===== src/rtl/pte_chk_pkg.sv =====
package pte_chk_pkg;

   typedef enum logic [1:0] {
      ACC_FETCH = 2'd0,
      ACC_LOAD  = 2'd1,
      ACC_STORE = 2'd2,
      ACC_RSVD  = 2'd3
   } acc_e;

   typedef enum logic [2:0] {
      FLT_NONE    = 3'd0,
      FLT_INVALID = 3'd1,
      FLT_NOEXEC  = 3'd2,
      FLT_NOREAD  = 3'd3,
      FLT_PRIV    = 3'd4,
      FLT_DIRTY   = 3'd5
   } flt_e;

   typedef struct packed {
      logic       valid;
      logic       dirty;
      logic       noexec;
      logic       noread;
      logic       strict;
      logic [1:0] lvl;
   } attr_t;

   localparam int PERM_R = 0;
   localparam int PERM_W = 1;
   localparam int PERM_X = 2;

endpackage


===== src/rtl/pte_fault_order.sv =====
module pte_fault_order
   import pte_chk_pkg::*;
(
   input  attr_t      attr,
   input  logic [1:0] acc,
   input  logic [1:0] cur_plv,
   output flt_e       fault
);

   logic is_fetch;
   logic is_load;
   logic is_store;
   logic priv_bad;

   assign is_fetch = (acc == ACC_FETCH);
   assign is_store = (acc == ACC_STORE);
   assign is_load  = (acc == ACC_LOAD) || (acc == ACC_RSVD);

   always_comb begin
      if (attr.strict) priv_bad = (cur_plv != attr.lvl);
      else             priv_bad = (cur_plv >  attr.lvl);
   end

   always_comb begin
      if (!attr.valid)                   fault = FLT_INVALID;
      else if (is_fetch && attr.noexec)  fault = FLT_NOEXEC;
      else if (is_load && attr.noread)   fault = FLT_NOREAD;
      else if (priv_bad)                 fault = FLT_PRIV;
      else if (is_store && !attr.dirty)  fault = FLT_DIRTY;
      else                               fault = FLT_NONE;
   end

endmodule


===== config.mk =====
export PLATFORM = sky130hd
export DESIGN_NAME = pte_fault_order
export DESIGN_NICKNAME = d
export VERILOG_FILES = /design/src/rtl/pte_chk_pkg.sv /design/src/rtl/pte_fault_order.sv
export SDC_FILE = /design/constraint.sdc
export NUM_CORES = 1
export LEC_CHECK = 0
export BUFFER_PORTS_ARGS = -buffer_cell sky130_fd_sc_hd__clkbuf_2
export CAP_MARGIN = 20
export CORE_AREA = 2 2 39 41
export DETAILED_ROUTE_END_ITERATION = 8
export DIE_AREA = 0 0 41 43
export PLACE_DENSITY = 0.3
export SLEW_MARGIN = 20
export SYNTH_ARGS = -nofsm -noshare
export SYNTH_HDL_FRONTEND = slang
export SYNTH_SLANG_ARGS = --single-unit

===== constraint.sdc =====
create_clock -name vclk -period 2.75
set_input_delay 0.55 -clock vclk [all_inputs]
set_output_delay 0.55 -clock vclk [all_outputs]
set_load 0.005 [all_outputs]

Word level (Yosys, flattened, before mapping) --
Cells that the tools add are included.
Storage, ports and cells: output and inout bits 3, register bits 0
Cells by class: order comparisons 1, equal/unequal tests 4, mux-type cells 6, reduce and logical (&&, ||, !) cells 6
Operators with widths (number):
- two-way mux 3 bit | 5
- equality test 2 bit, second input constant | 2
- logical AND 1 bit | 3
- equality test 2 x 1 -> 1 bit, second input constant | 1
- > comparator 2 bit | 1
- logical NOT 2 bit | 1
- inequality test 2 bit | 1
- logical NOT 1 bit | 1
- logical OR 1 bit | 1
- two-way mux 1 bit | 1

Longest topological paths before layout --
Gate-level depths: netlist of the first run.
depth after elaboration 7, depth in mapped cells 5, mapped depth without buffers 5

Least setup slack after synthesis of the first run --
No wires, ideal clock.
path type input port to output port, from in attr[1] (netlist bit), to out fault[2], cell stages on the path 5, buffers on the path 0, required time 2.200 ns, arrival time 1.257 ns, path slack 0.943 ns, path through inv_1 -> ha_1 -> nand2b_1 -> a22oi_2 -> o211a_1
Between the ends: cells in the longest elaborated chain, start to end 6
Ends and longest elaborated chain:
- start: declaration | line pte_fault_order.sv:4 | input attr_t attr,
- > comparator 2 bit / inequality test 2 bit (equally long branches) | line pte_fault_order.sv:21, pte_fault_order.sv:20
- two-way mux 1 bit * | line pte_fault_order.sv:20 | if (attr.strict) priv_bad = (cur_plv != attr.lvl);
- two-way mux 3 bit * | line pte_fault_order.sv:28 | else if (priv_bad) fault = FLT_PRIV;
- two-way mux 3 bit * | line pte_fault_order.sv:27 | else if (is_load && attr.noread) fault = FLT_NOREAD;
- two-way mux 3 bit * | line pte_fault_order.sv:26 | else if (is_fetch && attr.noexec) fault = FLT_NOEXEC;
- two-way mux 3 bit * | line pte_fault_order.sv:25 | if (!attr.valid) fault = FLT_INVALID;
- end: declaration | line pte_fault_order.sv:7 | output flt_e fault
Every way passes the cells marked *; elsewhere a longest branch is shown, timed or not.

Final worst setup path of the first run --
Same ends and word-level chain as after synthesis.

==> flow_results.org, run 1 <==
** Power
- Of the total power, combinational logic draws 1.000.
- Cell internal power was estimated by the tool at 0.0151 mW.
- Worst-case vdd ir drop :: 0.0356 mV
- The share of total power dissipated in the clock network is 0.
- The share of total power dissipated in sequential elements is 0.
- Power per Cell Area :: 139 nW/µm²
- Total net switching power :: 0.0124 mW
- Switching fraction of total power :: 0.450
- Summed over all cells, the static leakage comes to 0.119 nW.

** Synth
- Synthesized cell area :: 108 µm²
- Of the post-synthesis cell area, the dominant cell type holds 0.233.
- Synthesis instantiated 11 different standard cells from the library.
- Measured against the total synthesized area, the mux share comes to 0.
- Biggest area consumer among synthesized cells :: ha_1
- Share of the synthesized netlist area taken by xor and xnor gates :: 0
- Net count of the mapped netlist :: 29
- Synthesized-area fraction occupied by and/or/nand/nor cells :: 0.349
- Main area contributors after synthesis :: ha_1, a22oi_2, nor2_1
- Synthesis produced 16 cells.
- Main combinational cell family by area after synthesis :: compound AO/OA/AOI/OAI gates
- Adder-cell share of the synthesized area :: 0.233
- Fraction of the mapped netlist area in compound gates :: 0.349
- Yosys Warn Count :: 0
- Seq/Total Area, Yosys :: 0
- Each instance of the synthesized netlist takes up on average 6.73 µm².

** Outcome
- Status :: finished clean

** Layout
- Across the whole layout, storage elements account for 0 µm².
- Compared with the post-synthesis result, the final layout area differs by 83.7%.
- Count of sequential standard cells :: 0
- Antenna diode count :: 0
- Fill cell total of the finished layout :: 159
- Layout cell share with drive strength beyond 1 :: 0.500
- At the end of the flow, the number of nets in the layout was 45.
- # clk buffers :: 0
- Post-Layout Inst Area :: 198 µm²
- Leaving out fill and tap cells, the most frequent cells in the layout are clkbuf_2, nor2_1, inv_1, nand2_1, ha_1.
- Final core utilization :: 0.143
- Most common library cell in the layout ignoring fill and taps :: clkbuf_2
- Area occupied by multi-input gates :: 100 µm²

** Floorplanning
- Die area :: 1760 µm²
- Floorplan core area :: 1380 µm²
- Pin placement for this block handled 14 I/O pins.
- The die is 43 µm tall.
- Initial Utilization :: 0.0778
- The die is 41 µm wide.
- The initialized floorplan defines 14 standard-cell rows.

** Worst hold path
- The worst hold path was traced through 3 stages.
- Type of the most critical hold path :: in -> out

** Critical path
- STA classifies the critical path endpoint as an output port.
- STA classifies the critical path startpoint as a primary input.
- In this run the worst path has a maximum fanout of 2.
- At the worst endpoint, the arrival time is 1.48 ns.
- At the worst endpoint, the required time is 2.20 ns.
- The setup path with the least slack is of type in -> out.

** Routing
- Via count of the routed design :: 146
- After detailed routing, the number of remaining DRC violations is 0.
- Detail-routed via count per cell :: 3.17
- The first detailed-routing pass took 4 iterations.
- Post-route antenna net violation count :: 0
- Wire length per cell :: 8.20 µm
- Final routed wirelength across all metal layers :: 377 µm
- Violation count after the first detailed-route iteration :: 3

** Timing
- Final Hold Fails :: 0
- Timing would allow up to 493 MHz.
- Min Hold Slack :: 1.40 ns
- Transition at the pin with the smallest max-transition slack :: 0.179 ns
- Setup repair after global routing left no endpoint under its margin.
- Setup total negative slack on the finished layout was measured at 0 ns.
- Final min period :: 2.03 ns
- Final cycle utilization of the critical path :: 0.738
- Measured against its own limit, the worst slew margin works out to 0.881.
- Setup violations remaining at the end of the flow were counted as 0.
- The final max-slew violation count is 0.

** Clock tree
- Post-CTS timing repair inserted 0 buffers for setup.
- CTS resizes :: 0
- CTS hold repair buffers :: 0

** Global routing
- Largest net degree at the start of global routing :: 4
- The initial antenna violation count is 0.
- Wire length of the first global-routing pass :: 579 µm
- Summed over all layers, the global routing overflow is 0.
- Vias in the first global route :: 131
- Across every metal layer, demand over resource in global routing totals 0.0450.

** Placed design
- Buffers placed on the I/O ports in this run total 14.
- The placed instances occupy a cell area of 198 µm².
- Routability-driven placement finished with a final weighted congestion of 0.637.

** Run
- Max-cap viol count :: 0
-- power by group through the flow --
stage          Combinational (mW)  Clock, mW  Sequential, mW
6_report                   0.0274          0               0
5_1_grt                    0.0308          0               0
4_1_cts                    0.0277          0               0
3_5_place_dp               0.0276          0               0
3_3_place_gp               0.0276          0               0
2_1_floorplan              0.0135          0               0
-- synth_stat cells --
cell type / count
inv_1: 2
and2_0: 1
nor2_1: 3
a21boi_1: 1
o211a_1: 1
nor2b_1: 1
a22oi_2: 1
ha_1: 2
nand2_1: 2
o211ai_1: 1
nand2b_1: 1
-- per-layer routing --
| layer | global-route usage | share of wire | vias up |
|---|---|---|---|
| met5 | 0 | 0 | - |
| met4 | 0 | 0 | 0 |
| met3 | 0.0157 | 0.24 | 0 |
| met2 | 0.0406 | 0.20 | 14 |
| met1 | 0.0918 | 0.56 | 47 |
| li1 | - | - | 85 |
-- metrics by stage --
step | cells | setup slack [ns] | power, mW
2_1_floorplan | 16 | 0.943 | 0.0135
3_3_place_gp | 46 | 0.706 | 0.0276
3_5_place_dp | 46 | 0.722 | 0.0276
4_1_cts | 46 | 0.714 | 0.0277
5_1_grt | 46 | 0.676 | 0.0308
6_report | 46 | 0.721 | 0.0274
-- cells by family after synthesis --
kind of cell,count (synthesis)
simple gates,8
compound gates,4
fa+ha+maj,2
buf+inv,2
-- path summary, 6_finish.rpt --
kind                  endpoint  slack, ns    start
worst max-delay path  fault[2]       0.72  attr[1]
worst min-delay path  fault[0]       1.40  attr[6]
-- worst max-delay path: stages --
cell      delay (ns)
clkbuf_2        0.07
inv_1           0.03
ha_1            0.30
nand2b_1        0.07
a22oi_2         0.16
o211a_1         0.18
clkbuf_2        0.11
-- layout make-up --
class	count	share of cell area
Inverter	2	0.0380
Multi-Input combinational cell	14	0.506
Tap cell	16	0.101
Timing Repair Buffer	14	0.354
(Power assumes the default switching activity.)
==> run 2, diff against run 1 <==
--- a/config.mk
+++ b/config.mk
@@ -5,6 +5,7 @@
 export SDC_FILE = /design/constraint.sdc
 export NUM_CORES = 1
 export LEC_CHECK = 0
+export ABC_AREA = 1
 export BUFFER_PORTS_ARGS = -buffer_cell sky130_fd_sc_hd__clkbuf_2
 export CAP_MARGIN = 20
 export CORE_AREA = 2 2 39 41
==> constraint.sdc (replaced) <==
create_clock -name vclk -period 1.75
set_input_delay 0.35 -clock vclk [all_inputs]
set_output_delay 0.35 -clock vclk [all_outputs]
set_load 0.005 [all_outputs]
==> flow_results.org, run 2 <==
** Outcome
- Status :: finished clean

** Routing
- The total number of vias is 184 (+26%).
- Uppermost layer routed :: met3
- Detail-routed via count per cell :: 3.47 (+9.4%)
- The wire length on met3 was 54 µm (-40%).
- The total routed wire length on the met1 layer is 96 µm (-55%).
- The first-pass iteration count of the detailed router was 1 (-3).
- Post-route antenna net violation count :: 0 (unchanged)
- The number of DRC violations after detailed routing came to 0 (unchanged).
- The routed wire length came to 308 µm (-18%).
- The detailed route wirelength on metal2 came to 157 µm (+110%).
- Wire length per cell :: 5.81 µm (-29%)
- Violation count after the first detailed-route iteration :: 0 (-3)

** Clock tree
- The number of gates resized after CTS was 0 (unchanged).
- The post-CTS setup buffer count was 0 (unchanged).
- The hold-fix buffer count after cts is 0 (unchanged).

** Synth
- The fraction of the yosys area taken by sequential cells was 0 (unchanged).
- Most common cell in the synthesized netlist :: nand2_1
- Yosys Warn Count :: 0 (unchanged)
- The total nets after synthesis was 36 (+24%).
- Main area contributors after synthesis :: nand2_1, ha_1, inv_1
- Netlist cell types :: 10 (-1)
- Syn Inst Count :: 23 (+7)
- Syn_area_per_cell :: 5.39 µm² (-20%)
- Of all cell types, the one taking the most synthesized area is nand2_1.
- The post-synth design cell area is 124 µm² (+15%).
- Ranked by instance count, the synthesized netlist is headed by nand2_1, inv_1, nor2_1.
- Area share of the leading cell type in the synthesized netlist :: 0.212 (-0.0204)

** Layout
- Layout cell share with drive strength beyond 1 :: 0.459 (-0.0405)
- Fill cell total of the finished layout :: 176 (+11%)
- The total area of multi-input combinational cells came to 105 µm² (+5.0%).
- The final layout net count was 52 (+16%).
- The number of standard cells in the final layout excluding fillers came to 53 (+15%).
- The clock buffer count in the final layout was 0 (unchanged).
- Most common library cell in the layout ignoring fill and taps :: clkbuf_2
- The area occupied by registers was 0 µm² (unchanged).
- Antenna diode count :: 0 (unchanged)
- Final core utilization :: 0.155 (+0.0118)
- Most used cells in the layout excluding fill and tap cells :: clkbuf_2, nand2_1, inv_1
- The final cell area excluding filler cells came to 214 µm² (+8.2%).
- The number of flip-flops and latches was 0 (unchanged).
- Relative area change from synthesis to final layout :: 72.7%

** Global routing
- Global-route total usage across every layer :: 0.0420 (-0.00300)
- The total congestion overflow was 0 (unchanged).
- Largest net degree at the start of global routing :: 5 (+1)
- The via count of the first global-routing pass was 172 (+31%).
- The initial antenna violation count is 0 (unchanged).
- The global-route wire length before repair is 552 µm (-4.7%).

** Placed design
- Weighted congestion reported at the end of routability-driven placement :: 0.551 (-13%)
- The worst-case setup slack after placement was 0.200 ns (-0.522 ns).
- Placed wire-length estimate :: 317 µm
- The post-placement cell area came to 214 µm² (+8.2%).
- I/O Buffers :: 14 (unchanged)
- The total instance count after detailed placement came to 53 (+15%).

** Floorplanning
- The area of the die was 1760 µm² (unchanged).
- The core outline area came to 1380 µm² (unchanged).
- Initial Utilization :: 0.0895 (+0.0118)
- Standard-cell row count :: 14 (unchanged)
- Overall die width :: 41 µm (unchanged)
- The die boundary height was 43 µm (unchanged).
- Count of boundary I/O pins :: 14 (unchanged)

** Critical path
- Critical path required time :: 1.40 ns (-0.80 ns)
- The worst setup path is captured at an output port.
- The critical path in this run is classified as in -> out.
- In this design, the critical path's most frequently occurring cell is nand2_1.
- The critical path goes through clkbuf_2, inv_1, ha_1, nand2_1, nand2_1, nand2_1, nand2_1, nand3_1, clkbuf_2.
- STA classifies the critical path startpoint as a primary input.
- Top cell family by delay on the critical path :: simple AND/OR/NAND/NOR gates
- The slowest stage of the critical path is the ha_1 cell.
- Crit path launch :: attr[1]
- Delay of the slowest critical-path stage :: 0.30 ns (about the same)
- The data arrival time of the critical path came to 1.18 ns (-0.30 ns).
- Highest fanout seen on the critical path :: 2 (unchanged)
- The number of buffer and inverter instances along the worst setup path came to 3 (unchanged).

** Worst hold path
- Type of the most critical hold path :: in -> out
- The number of cells traversed by the worst hold path is 3 (unchanged).
- Hold Path Origin :: attr[6]
- Worst hold path endpoint :: fault[0]

** Timing
- The clock period could shrink to 1.53 ns.
- Final Hold Fails :: 0 (unchanged)
- The final max-slew violation count was 0 (unchanged).
- The worst hold margin came to 0.988 ns (-0.416 ns).
- Max-Slew Margin vs Limit :: 0.886 (+0.00524)
- Fmax achieved :: 654 MHz
- Setup repair after global routing left no endpoint under its margin.
- The post-route setup TNS is 0 ns (unchanged).
- The slew at the pin closest to its max-slew limit was 0.170 ns (-0.00879 ns).
- The worst path setup slack after routing was 0.222 ns (-0.499 ns).
- Count of final setup violators :: 0 (unchanged)
- Dividing the final minimum period by the clock period gives 0.873.

** Power
- Power per Cell Area :: 199 nW/µm² (+44%)
- The worst vdd rail ir drop was 0.0529 mV (+49%).
- Total Power Consumption :: 0.0427 mW (+56%)
- The leakage power was 0.135 nW (+13%).

** Run
- The number of max-capacitance violations reported was 0 (unchanged).
[run 2: cell type report]
class,count,share of cell area
inverter,5,0.0877
multi-input combinational,18,0.491
tap,16,0.0936
timing repair buffer,14,0.327
[run 2: how the worst max path moves through the flow]
stage                to  cells after the start
4_1_cts        fault[0]                      9
6_report       fault[0]                      9
3_3_place_gp   fault[0]                      9
3_5_place_dp   fault[0]                      9
2_1_floorplan  fault[0]                      7
5_1_grt        fault[0]                      9
[run 2: metal layers]
layer  global-route usage  vias to the layer above
met5                    0                        -
met4                    0                        0
met3                    0                        0
met2               0.0844                       11
met1               0.0475                       73
li1                     -                      100
[run 2: report_power, final]
group / switching (mW) / leakage, nW / internal (mW)
sequential: 0 / 0 / 0
clock: 0 / 0 / 0
combinational: 0.0207 / 0.135 / 0.0220
[run 2: cells by family (layout without fill, tap and decap cells)]
logic type,count (synthesis),count (layout),synth area share
AO/OA/AOI/OAI,2,2,0.131
adder cells (fa/ha/maj),2,2,0.202
buffers and inverters,5,19,0.152
AND/OR/NAND/NOR,14,14,0.515
